===== config.mk =====
export PLATFORM = sky130hd
export DESIGN_NAME = dup_parity_codec
export DESIGN_NICKNAME = d
export VERILOG_FILES = /design/src/rtl/dap_pkg.sv /design/src/rtl/dap_parity_tree.sv /design/src/rtl/dap_encoder.sv /design/src/rtl/dap_decoder.sv /design/src/rtl/dup_parity_codec.sv
export SDC_FILE = /design/constraint.sdc
export NUM_CORES = 1
export LEC_CHECK = 0
export BUFFER_PORTS_ARGS = -buffer_cell sky130_fd_sc_hd__buf_2
export CORE_MARGIN = 5
export CORE_UTILIZATION = 38
export CTS_CLUSTER_SIZE = 30
export DETAILED_ROUTE_END_ITERATION = 10
export PLACE_DENSITY = 0.69
export SYNTH_ARGS = -nofsm -noshare
export SYNTH_HDL_FRONTEND = slang
export SYNTH_HIERARCHICAL = 1
export SYNTH_SLANG_ARGS = --single-unit
export TNS_END_PERCENT = 1

===== constraint.sdc =====
create_clock -name clk -period 0.8 [get_ports clk]
set_clock_uncertainty 0.1 [all_clocks]
set_input_delay 0 -clock clk [delete_from_list [all_inputs] [get_ports clk]]
set_output_delay 0 -clock clk [all_outputs]
set_load 0.02 [all_outputs]

===== src/rtl/dap_pkg.sv =====
package dap_pkg;
  // codeword width for a given data width: two wires per bit plus parity
  function automatic int unsigned code_width(input int unsigned dw);
    return 2 * dw + 1;
  endfunction
endpackage


===== src/rtl/dap_parity_tree.sv =====
module dap_parity_tree #(
  parameter int unsigned N = 4
) (
  input  logic [N-1:0] bits_i,
  output logic         par_o
);
  localparam int unsigned LVL = (N > 1) ? $clog2(N) : 1;
  localparam int unsigned PAD = 1 << LVL;

  logic [2*PAD-2:0] node;

  // leaves: inputs then zero padding
  generate
    for (genvar l = 0; l < PAD; l++) begin : g_leaf
      if (l < N) begin : g_in
        assign node[PAD-1+l] = bits_i[l];
      end else begin : g_pad
        assign node[PAD-1+l] = 1'b0;
      end
    end
    for (genvar k = 0; k < PAD-1; k++) begin : g_node
      assign node[k] = node[2*k+1] ^ node[2*k+2];
    end
  endgenerate

  assign par_o = node[0];
endmodule


===== src/rtl/dap_encoder.sv =====
module dap_encoder #(
  parameter int unsigned DW = 4
) (
  input  logic [DW-1:0]                     data_i,
  output logic [dap_pkg::code_width(DW)-1:0] code_o
);
  localparam int unsigned CW = dap_pkg::code_width(DW);

  logic par;

  dap_parity_tree #(.N(DW)) u_par (
    .bits_i (data_i),
    .par_o  (par)
  );

  generate
    for (genvar i = 0; i < DW; i++) begin : g_dup
      assign code_o[2*i]   = data_i[i];
      assign code_o[2*i+1] = data_i[i];
    end
  endgenerate

  assign code_o[CW-1] = par;
endmodule


===== src/rtl/dap_decoder.sv =====
module dap_decoder #(
  parameter int unsigned DW = 4
) (
  input  logic [dap_pkg::code_width(DW)-1:0] code_i,
  output logic [DW-1:0]                     data_o
);
  localparam int unsigned CW = dap_pkg::code_width(DW);

  logic [DW-1:0] copy_lo;
  logic [DW-1:0] copy_hi;
  logic          par_lo;
  logic          mismatch;

  generate
    for (genvar i = 0; i < DW; i++) begin : g_split
      assign copy_lo[i] = code_i[2*i];
      assign copy_hi[i] = code_i[2*i+1];
    end
  endgenerate

  dap_parity_tree #(.N(DW)) u_chk (
    .bits_i (copy_lo),
    .par_o  (par_lo)
  );

  assign mismatch = par_lo ^ code_i[CW-1];

  always_comb begin
    if (mismatch) data_o = copy_hi;
    else          data_o = copy_lo;
  end
endmodule


===== src/rtl/dup_parity_codec.sv =====
module dup_parity_codec #(
  parameter int unsigned DW = 4
) (
  input  logic                               clk,
  input  logic                               rst_n,
  input  logic [DW-1:0]                      tx_data,
  output logic [dap_pkg::code_width(DW)-1:0] tx_code,
  input  logic [dap_pkg::code_width(DW)-1:0] rx_code,
  input  logic                               rx_en,
  output logic [DW-1:0]                      rx_data
);
  localparam int unsigned CW = dap_pkg::code_width(DW);

  logic [CW-1:0] enc_code;
  logic [DW-1:0] dec_data;
  logic [CW-1:0] tx_q, tx_d;
  logic [DW-1:0] rx_q, rx_d;

  dap_encoder #(.DW(DW)) u_enc (
    .data_i (tx_data),
    .code_o (enc_code)
  );

  dap_decoder #(.DW(DW)) u_dec (
    .code_i (rx_code),
    .data_o (dec_data)
  );

  always_comb begin
    tx_d = enc_code;
    rx_d = rx_q;
    if (rx_en) rx_d = dec_data;
  end

  always_ff @(posedge clk or negedge rst_n) begin
    if (!rst_n) begin
      tx_q <= '0;
      rx_q <= '0;
    end else begin
      tx_q <= tx_d;
      rx_q <= rx_d;
    end
  end

  assign tx_code = tx_q;
  assign rx_data = rx_q;
endmodule


-- After elaboration in Yosys (flattened, before gate mapping)
Index checks and enable logic that the tools add are counted.
- flip-flop bits (word level): 13
- input bits: 16
- output and inout bits: 13
- word-level logic and storage cells: 10
- muxes and demuxes: 1
- bitwise logic cells: 7
- operators with widths (kind ; number):
    1-bit XOR ; 7
    4-bit 2-to-1 mux ; 1

-- Depth between registers and ports, before layout
Gate-level depths: netlist of the first run.
- depth after elaboration: 4
- gate-level depth with buffers: 5
- mapped depth without buffers: 5

-- Hierarchy
Netlist of the first run, hierarchy kept.
- by module, submodules not included (module ; times used ; cells each ; area an instance (um^2) ; sequential area each (um^2)):
    dup_parity_codec ; 1 ; 17 ; 370.4 ; 325.3
    dap_encoder ; 1 ; 9 ; 67.6 ; 0.0
    dap_decoder ; 1 ; 5 ; 61.3 ; 0.0
    dap_parity_tree ; 2 ; 3 ; 26.3 ; 0.0

-- Least setup slack after synthesis of the first run
Ideal clock, no wire load.
- kind: input to register
- from: input rx_code[6] (netlist bit)
- to: register rx_q[0], in the netlist rx_data[0]
- setup time: 0.125 ns
- arrival time: 1.139 ns
- required time: 0.575 ns
- path slack: -0.563 ns
- stages: 5
- cell sequence: xor2_1 > xnor2_1 > xnor2_2 > mux2_1 > mux2_2
- cells in the longest elaborated chain, start to end: 4
- ends and longest elaborated chain (item ; RTL line ; source):
    start, declared ; dup_parity_codec.sv:8 ; input logic [dap_pkg::code_width(DW)-1:0] rx_code,
    1-bit XOR (2 in series) ; dap_parity_tree.sv:22 ; assign node[k] = node[2*k+1] ^ node[2*k+2];
    net u_dec.par_lo ; dap_decoder.sv:11 ; logic par_lo;
    1-bit XOR ; dap_decoder.sv:26 ; assign mismatch = par_lo ^ code_i[CW-1];
    4-bit 2-to-1 mux ; dap_decoder.sv:29 ; if (mismatch) data_o = copy_hi;
    net dec_data[0] ; dup_parity_codec.sv:15 ; logic [DW-1:0] dec_data;
    end signal, assigned ; dup_parity_codec.sv:41 ; rx_q <= rx_d;
    end, declared ; dup_parity_codec.sv:17 ; logic [DW-1:0] rx_q, rx_d;
The timed path passes the listed nets, and every way through them passes these cells.
A chain may end at the register's enable or synchronous reset.

-- Worst setup path after layout of the first run
- from: input rx_code[6] (netlist bit)
- to: register rx_q[2], in the netlist rx_data[2]
Same word-level chain as after synthesis.

==> results.md, run 1 <==
| Parameter | Value |
|---|---|
| Status | complete, but fails checks |
| Failing checks | hold timing, setup timing |
| Post-synth ARST share | 100% |
| Count of hold-fix buffers inserted at cts | 5 |
| Core Box Area | 1330 sq um |
| Buffer count from post-CTS setup fixing | 0 |
| Total detailed-routing wirelength | 980 um |
| Cell types occupying the most area after synthesis | dfrtp_1, buf_4, mux2_1 |
| Clock transition at the registers of the reported paths | 70 ps |
| Max stage delay on crit path | 360 ps |
| Maximum operating frequency | 0.794 GHz |
| Crit path time final | 1260 ps |
| Router iterations before antenna repair | 2 |
| Number of violations reported at the end of detailed-routing iteration 0 | 1 |
| Crit-path slowest cell | mux2_1 |
| Cells after DPL | 73 |
| Library cell occupying the most area in the post-synthesis netlist | dfrtp_1 |
| End-of-flow core utilization | 58.0% |
| Slew Limit Fails | 0 |
| Unrepaired setup endpoints after global routing | yes |
| Finished Cell Area | 773 sq um |
| Clock insertion delay at the later pin of the skew report | 260 ps |
| Post-synthesis simple-gate area fraction | 0% |
| First-pass GRT wire length | 1350 um |
| Overall die height | 48.1 um |
| Worst Path Required | 850 ps |
| Post-synth design cell area | 552 sq um |
| N_diodes | 0 |
| Final count of hold timing violations | 4 |
| Die width | 48.1 um |
| Initial antenna violation count | 0 |
| Post-synthesis xor/xnor area fraction | 12.5% |
| Critical Path Sink Type | register |
| Average instance area after synthesis | 14.9 sq um |
| Layout overhead on the synthesized area | 40.1% |
| Number of port buffers | 28 |
| Number of synthesized flops with an enable pin | 0 |
| Most used DFF post-synth | dfrtp_1 |
| Standard-cell row count | 13 |
| Critical setup path kind | in -> reg |
| Fill cell total of the finished layout | 118 |
| Die Area | 2310 sq um |
| Combinational family with the most area after synthesis | multiplexers |
| GP Congestion | 0.633 |
| Crit path launch type | input port |
| Worst slack, placed | -750 ps |
| Post-synth top cells | dfrtp_1, buf_4, mux2_1, mux2_2, xnor2_1 |
| Synthesis-stage register bit count | 13 |
| DR DRC count | 0 |
| Multiplexer share of the synthesized area | 16.3% |
| Post-Synthesis Cells | 37 |
| Worst Max-Slew Pin Slew | 275 ps |
| Most common cell on crit path | xnor2_2 |
| Library cell used as clock root buffer | clkbuf_4 |
| Power density over cell area | 2110 nW/um^2 |
| Netlist cell types | 7 |
| Max-cap check violation count | 0 |
| Share of the synthesized area in the top cell type | 59.0% |
| Worst slack on hold paths | -62.1 ps |
| Tightest Hold Check Type | in -> reg |
| Proportion of layout cells with a drive suffix above 1 | 61.2% |
| Nets in the synthesized netlist | 53 |
| Max clock buf depth | 2 |
| Leak | 0.000382 uW |
| Remaining number of nets flagged by the antenna check after routing | 0 |
| Number of warnings reported in the yosys synthesis log | 6 |
| Complex-gate fraction of the synthesized area | 0% |
| Total clock buffers created by CTS | 3 |
| Cell area after placement | 658 sq um |
| Least setup slack across all paths after layout | -460 ps |
| Number of nets at the end of the flow | 84 |
| Setup violation total in the final timing report | 18 |
| TritonCTS clock tree | yes |
| Period utilisation layout | 157% |
| Register area share after synthesis | 59.0% |
| Number of clock sinks | 13 |
| Dominant cell by count in the synthesized netlist | dfrtp_1 |
| Maximum fanout along the worst path | 4 |
| Overflow after GRT | 0 |
| Headroom to the max-slew limit | 81.7% |
| Boundary Pins | 29 |
| Vias after detailed routing | 355 |
| All-Layer GR Usage | 9.18% |
| Vias in the first global route | 337 |
| Largest net degree at the start of global routing | 14 |
| Signal arrival time at the worst endpoint | 1310 ps |
| Ordered cell list for the critical path | buf_2 > xor2_2 > xnor2_2 > xnor2_2 > mux2_1 > mux2_2 |
| Maximum VDD drop | 1070 uV |
| Final Non-Filler Cells | 82 |
| Adder-cell share of the synthesized area | 0% |
| Average vias per placed instance | 4.33 |
| WL/cell | 12.0 um |
| Effective utilization at floorplan | 41.4% |
| H-tree depth | 1 |
-- registers in the layout (all words and copies together), names as in the netlist --
register  flops
rx_data       4
tx_code       9
-- cells in the final DEF, fill, tap and decap left out --
cell | Yosys | routed
buf_4 | 9 | 1
mux2_2 | 4 | 4
xnor2_1 | 4 | 2
xor2_2 | 0 | 1
clkbuf_4 | 0 | 3
dlygate4sd3_1 | 0 | 5
xnor2_2 | 1 | 3
buf_6 | 0 | 3
mux2_1 | 4 | 4
xor2_1 | 2 | 1
buf_2 | 0 | 26
dfrtp_1 | 13 | 13
clkbuf_1 | 0 | 1
-- final cells by class --
class / count / area (sq um) / area share (%)
timing repair buffer: 35 / 221 / 28.6
sequential: 13 / 325 / 42.1
tap: 15 / 18.8 / 2.43
multi-input combinational: 15 / 181 / 23.5
clock buffer: 4 / 26.3 / 3.40
-- through the flow --
step                      setup TNS [ps]  total power [uW]
final                              -3140              1630
after global routing               -3740              1720
after CTS                          -3350              1650
after detailed placement           -2950              1200
after global placement             -2900              1200
after floorplan                    -2180              1060
-- power by group --
group	switching (uW)	internal [uW]
Clock	189	193
Sequential	29.5	732
Combinational	238	249
-- logic make-up after synthesis --
family    count (synthesis)
xor+xnor                  7
flops                    13
mux                       8
buf+inv                   9
-- layer usage --
layer / track usage (%) / up-vias / part of all wire, %
met2: 14.5 / 24 / 43
met1: 8.82 / 160 / 40
met5: 0 / - / 0
li1: - / 169 / -
met3: 5.54 / 2 / 16
met4: 6.45 / 0 / 0.82
-- repair_timing --
action	in CTS	in global routing
pin swaps	0	0
resized for setup	4	4
setup endpoints to repair	17	18
hold endpoints to repair	26	4
-- critical path: cells and delay by family --
family	cells	cell delay, ps
multiplexers	2	630
XOR/XNOR	3	560
buffers and inverters	1	120
-- final timing paths --
path	slack [ps]	startpoint	depth (start not counted)	to
setup / recovery	-460	rx_code[6]	6	rx_data[2]
hold / removal	-60	rx_en	2	rx_data[0]
setup reg to reg	-60	rx_data[2]	1	rx_data[2]
hold reg to reg	410	rx_data[0]	1	rx_data[0]
max in group asynchronous	350	rst_n	2	rx_data[0]
min in group asynchronous	40	rst_n	2	tx_code[3]
(Power assumes the default switching activity.)
==> run 2, diff against run 1 <==
Settings changed: CORE_UTILIZATION 38 to 36, SYNTH_HIERARCHICAL 1 to unset.
==> results.md, run 2 <==
| Parameter | Value |
|---|---|
| Standard-cell row count | 13 |
| Die Area | 2120 sq um |
| Overall die height | 46.1 um |
| Post-synth ARST share | 100% |
| Unrepaired setup endpoints after global routing | yes |
| Clock insertion delay at the later pin of the skew report | 240 ps |
| First-pass GRT wire length | 1550 um |
| Status | complete, but fails checks |
| Post-synth top cells | dfrtp_1, xnor2_1, buf_4 |
| Part of the power in combinational logic | 37.2% |
| Clock share of power | 23.4% |
| Metal2 WL | 449 um |
| Overflow after GRT | 0 |
| Commonest cells after routing, fill and taps aside | buf_2, dfrtp_1, xnor2_1 |
| Highest signal layer in the routed design | met4 |
| Proportion of layout cells with a drive suffix above 1 | 52.4% |
| Final count of hold timing violations | 4 |
| H-tree depth | 1 |
| Worst Path Required | 700 ps |
| Leak | 0.000391 uW |
| Largest net degree at the start of global routing | 10 |
| Signal arrival time at the worst endpoint | 870 ps |
| Maximum fanout along the worst path | 2 |
| Switching power share of the total | 29.0% |
| Vias after detailed routing | 420 |
| All-Layer GR Usage | 10.4% |
| Detailed placer's ending HPWL | 834 um |
| Setup violation total in the final timing report | 15 |
| Share of the synthesized area in the top cell type | 48.1% |
| Tightest Hold Check Type | in -> reg |
| Met1 wire length | 402 um |
| N_diodes | 0 |
| Clock transition at the registers of the reported paths | 50 ps |
| End-of-flow core utilization | 61.2% |
| Nets in the synthesized netlist | 59 |
| TritonCTS clock tree | yes |
| Die width | 46.1 um |
| GP Congestion | 0.693 |
| Worst Max-Slew Pin Slew | 284 ps |
| Crit path launch type | register |
| Maximum operating frequency | 1.03 GHz |
| Number of clock sinks | 9 |
| Number of synthesized flops with an enable pin | 0 |
| Number of warnings reported in the yosys synthesis log | 0 |
| Cell types occupying the most area after synthesis | dfrtp_1, xnor2_1, buf_4 |
| Number of violations reported at the end of detailed-routing iteration 0 | 1 |
| Average instance area after synthesis | 10.9 sq um |
| Failing checks | hold timing, setup timing |
| Average vias per placed instance | 4.24 |
| Number of nets at the end of the flow | 101 |
| Number of port buffers | 28 |
| Leading cell type in the layout, fill and taps excluded | buf_2 |
| Switching pwr | 399 uW |
| Crit-path slowest cell | dfrtp_1 |
| Register area share after synthesis | 48.1% |
| Total clock buffers created by CTS | 3 |
| Area of the multi-input gates | 213 sq um |
| Least setup slack across all paths after layout | -172 ps |
| Power share of the sequential group | 39.4% |
| Register area | 225 sq um |
| WL/cell | 9.99 um |
| Synthesis-stage register bit count | 9 |
| Netlist cell types | 14 |
| Max-cap check violation count | 0 |
| Most used DFF post-synth | dfrtp_1 |
| Boundary Pins | 29 |
| Post-synth design cell area | 468 sq um |
| Layout overhead on the synthesized area | 66.0% |
| Crit path time final | 972 ps |
| Post-Synthesis Cells | 43 |
| Fill cell total of the finished layout | 102 |
| Router iterations before antenna repair | 2 |
| Power density over cell area | 1770 nW/um^2 |
| Library cell used as clock root buffer | clkbuf_4 |
| DR DRC count | 0 |
| Library cell occupying the most area in the post-synthesis netlist | dfrtp_1 |
| Period utilisation layout | 121% |
| Total detailed-routing wirelength | 989 um |
| Internal reg-to-reg setup slack | -150 ps |
| Maximum VDD drop | 785 uV |
| Internal power summed over all cells | 976 uW |
| Core Box Area | 1270 sq um |
| Remaining number of nets flagged by the antenna check after routing | 0 |
| Max stage delay on crit path | 390 ps |
| Slew Limit Fails | 0 |
| Flip-flop count of the largest register after layout | 5 |
| Headroom to the max-slew limit | 80.9% |
| Critical Path Sink Type | output pin |
| Buffer count from post-CTS setup fixing | 0 |
| Met3 wire length | 132 um |
| Effective utilization at floorplan | 36.9% |
| Initial antenna violation count | 0 |
| Vias in the first global route | 389 |
| Worst slack on hold paths | -88.1 ps |
| Most common cell on crit path | buf_6 |
| Max clock buf depth | 2 |
| Ordered cell list for the critical path | buf_6 > buf_6 |
| Critical setup path kind | reg -> out |
[run 2: cell type report]
cell class,count,area share [%]
Clock buffer,4,3.38
Inverter,3,1.45
Multi-Input combinational cell,25,27.4
Sequential cell,9,29.0
Tap cell,15,2.42
Timing Repair Buffer,43,36.4
[run 2: power groups by stage]
stage / sequential, uW / clock, uW / combinational [uW]
final: 542 / 322 / 512
after global routing: 549 / 361 / 555
after CTS: 537 / 343 / 473
after detailed placement: 543 / 0 / 427
after global placement: 539 / 0 / 420
after floorplan: 613 / 0 / 196
[run 2: what timing repair did]
action	in CTS	in global routing
gates resized for setup	3	12
hold buffers	6	3
setup endpoints to repair	15	17
pin swaps	0	1
endpoints found under the hold margin	18	6
[run 2: cells by family (layout without fill, tap and decap cells)]
family          after synthesis  after routing  share of synthesized area, %
flops                         9              9                          48.1
buf+inv                       9             50                          11.2
simple gates                  2              2                          2.14
xor+xnor                     12             12                          25.7
compound gates               11             11                          12.8
[run 2: layer usage]
metal	vias up	track usage [%]
li1	219	-
met1	176	12.6
met2	23	15.9
met3	2	2.73
met4	0	6.82
met5	-	0
[run 2: path summary, 6_finish.rpt]
path	endpoint	depth (start not counted)	startpoint
hold reg to reg	rx_data[1]	2	rx_data[1]
setup reg to reg	rx_data[3]	3	rx_data[3]
max in group asynchronous	tx_code[8]	2	rst_n
hold / removal	rx_data[0]	3	rx_code[1]
setup / recovery	rx_data[3]	2	rx_data[3]
min in group asynchronous	rx_data[3]	2	rst_n
[run 2: metrics by stage]
stage	instances	setup slack (ps)	setup TNS [ps]	area (sq um)	total power, uW
2_1_floorplan	43	-198	-454	468	810
3_3_place_gp	86	-324	-1020	631	959
3_5_place_dp	86	-351	-1090	631	969
4_1_cts	96	-184	-1620	727	1350
5_1_grt	99	-209	-1860	777	1470
6_report	99	-172	-1260	777	1380
[run 2: worst max-delay path: cells and delay by family, from the launching register on]
kind | cells | cell delay (ps)
buf+inv | 2 | 240
flops | 1 | 390
==> run 3, diff against run 2 <==
==> constraint.sdc (replaced) <==
create_clock -name clk -period 0.8 [get_ports clk]
set_clock_uncertainty 0.1 [all_clocks]
set_input_delay 0 -clock clk [delete_from_list [all_inputs] [get_ports clk]]
set_output_delay 0 -clock clk [all_outputs]
set_load 0.005 [all_outputs]
==> results.md, run 3 (synthesis gave the netlist of run 2 again) <==
| Parameter | Value |
|---|---|
| Highest signal layer in the routed design | met4 |
| Vias in the first global route | 387 |
| Destination of the worst hold path | rx_data[0] |
| GP Congestion | 0.693 |
| Largest delay share family, worst path | flip-flops |
| Crit. Startpoint | rx_data[3] |
| Endpoint of the worst-slack reg-to-reg timing path | rx_data[3] |
| Number of port buffers | 28 |
| Core Box Area | 1270 sq um |
| DR DRC count | 0 |
| Status | complete, but fails checks |
| Leak | 0.000387 uW |
| Number of nets at the end of the flow | 101 |
| CP Buf/Inv Count | 2 |
| Unrepaired setup endpoints after global routing | yes |
| Maximum fanout along the worst path | 2 |
| WL/cell | 9.92 um |
| Critical setup path kind | reg -> out |
| First-pass GRT wire length | 1550 um |
| Setup violation total in the final timing report | 15 |
| Hold Path Cell Cnt | 3 |
| Number of violations reported at the end of detailed-routing iteration 0 | 1 |
| Average vias per placed instance | 4.23 |
| Leading cell type in the layout, fill and taps excluded | buf_2 |
| Flip-flop count of the largest register after layout | 5 |
| Internal reg-to-reg setup slack | -150 ps |
| Met1 wire length | 402 um |
| Pwr Total | 1270 uW |
| Clock insertion delay at the later pin of the skew report | 240 ps |
| Critical Path Sink Type | output pin |
| All-Layer GR Usage | 10.4% |
| Metal2 WL | 442 um |
| Library cell used as clock root buffer | clkbuf_4 |
| Worst Path Required | 700 ps |
| Total clock buffers created by CTS | 3 |
| Crit-path slowest cell | dfrtp_1 |
| Failing checks | hold timing, setup timing |
| N_diodes | 0 |
| Max-cap check violation count | 0 |
| Period utilisation layout | 119% |
| Most common cell on crit path | buf_6 |
| End-of-flow core utilization | 60.3% |
| Clock transition at the registers of the reported paths | 50 ps |
| Met3 wire length | 133 um |
| Max stage delay on crit path | 390 ps |
| Standard-cell row count | 13 |
| Total detailed-routing wirelength | 982 um |
| Buffer count from post-CTS setup fixing | 0 |
| Largest net degree at the start of global routing | 10 |
| Max clock buf depth | 2 |
| Remaining number of nets flagged by the antenna check after routing | 0 |
| Layout overhead on the synthesized area | 63.4% |
| Power density over cell area | 1660 nW/um^2 |
| Proportion of layout cells with a drive suffix above 1 | 52.4% |
| TritonCTS clock tree | yes |
| Maximum operating frequency | 1.05 GHz |
| Router iterations before antenna repair | 2 |
| Maximum VDD drop | 726 uV |
| Startpoint of the most critical hold path | rx_code[1] |
| H-tree depth | 1 |
| Overall die height | 46.1 um |
| Slew Limit Fails | 0 |
| Final count of hold timing violations | 5 |
| Die width | 46.1 um |
| Ordered cell list for the critical path | buf_6 > buf_6 |
| Worst slack on hold paths | -88.1 ps |
| Die Area | 2120 sq um |
| Effective utilization at floorplan | 36.9% |
| Least setup slack across all paths after layout | -155 ps |
| Fill cell total of the finished layout | 106 |
| Signal arrival time at the worst endpoint | 850 ps |
| Initial antenna violation count | 0 |
| Crit path time final | 955 ps |
| Overflow after GRT | 0 |
| Number of clock sinks | 9 |
| Commonest cells after routing, fill and taps aside | buf_2, dfrtp_1, xnor2_1 |
| Boundary Pins | 29 |
| Vias after detailed routing | 419 |
| Tightest Hold Check Type | in -> reg |
| Crit path launch type | register |
| Start of the worst register-to-register path | rx_data[3] |
| Path depth of the worst reg2reg path | 3 |
| Headroom to the max-slew limit | 82.0% |
| Detailed placer's ending HPWL | 834 um |
| Worst Max-Slew Pin Slew | 268 ps |
## run 3: cell count changes in the layout (fill, tap and decap cells not counted)
cell     before  now
buf_2        28   30
buf_6         4    2
o21ai_0       2    3
o21ai_1       2    1
## run 3: worst register-to-register path: stages (launching register included)
cell and delay (ps):
dfrtp_1 390, nor2b_4 130, a31oi_1 130, o21ai_1 80
## run 3: final cells by class
| type | count | area [sq um] | share of cell area, % |
|---|---|---|---|
| multi-input cells | 25 | 213 | 27.8 |
| repair buffers | 43 | 270 | 35.4 |
| flip-flops and latches | 9 | 225 | 29.5 |
| well taps | 15 | 18.8 | 2.45 |
| inverters | 3 | 11.3 | 1.47 |
| clock buffers | 4 | 26.3 | 3.44 |
## run 3: per-layer routing
layer	global-route usage, %	vias to the layer above
li1	-	218
met2	15.9	23
met3	2.73	2
met4	6.82	0
met5	0	-
met1	12.6	176
## run 3: timing repair
| item | 4_1_cts | 5_1_grt |
|---|---|---|
| hold endpoints to repair | 18 | 6 |
| hold buffers | 6 | 3 |
| resized for setup | 2 | 7 |
| gates cloned | 0 | 0 |
| pin swaps | 0 | 1 |
| endpoints found under the setup margin | 15 | 17 |
## run 3: metrics by stage
| step | instance area, sq um | worst slack [ps] | hold slack, ps | instances | setup TNS, ps |
|---|---|---|---|---|---|
| detailed placement | 631 | -351 | -241 | 86 | -1090 |
| global placement | 631 | -324 | -244 | 86 | -1020 |
| global route | 764 | -206 | -48.6 | 99 | -1520 |
| finish | 764 | -155 | -88.1 | 99 | -849 |
| floorplan | 468 | -196 | -396 | 43 | -435 |
| CTS | 727 | -167 | -94.8 | 96 | -1210 |
## run 3: how the worst max path moves through the flow
stage / endpoint / slack [ps] / cells past startpoint
finish: rx_data[3] / -150 / 2
global placement: rx_data[1] / -320 / 5
detailed placement: rx_data[1] / -350 / 5
global route: rx_data[3] / -210 / 3
CTS: rx_data[3] / -170 / 2
floorplan: rx_data[1] / -200 / 4
## run 3: power by group
group          total, uW  internal (uW)  switching (uW)
registers            536            511            25.8
clock network        322            190             132
logic                409            251             158
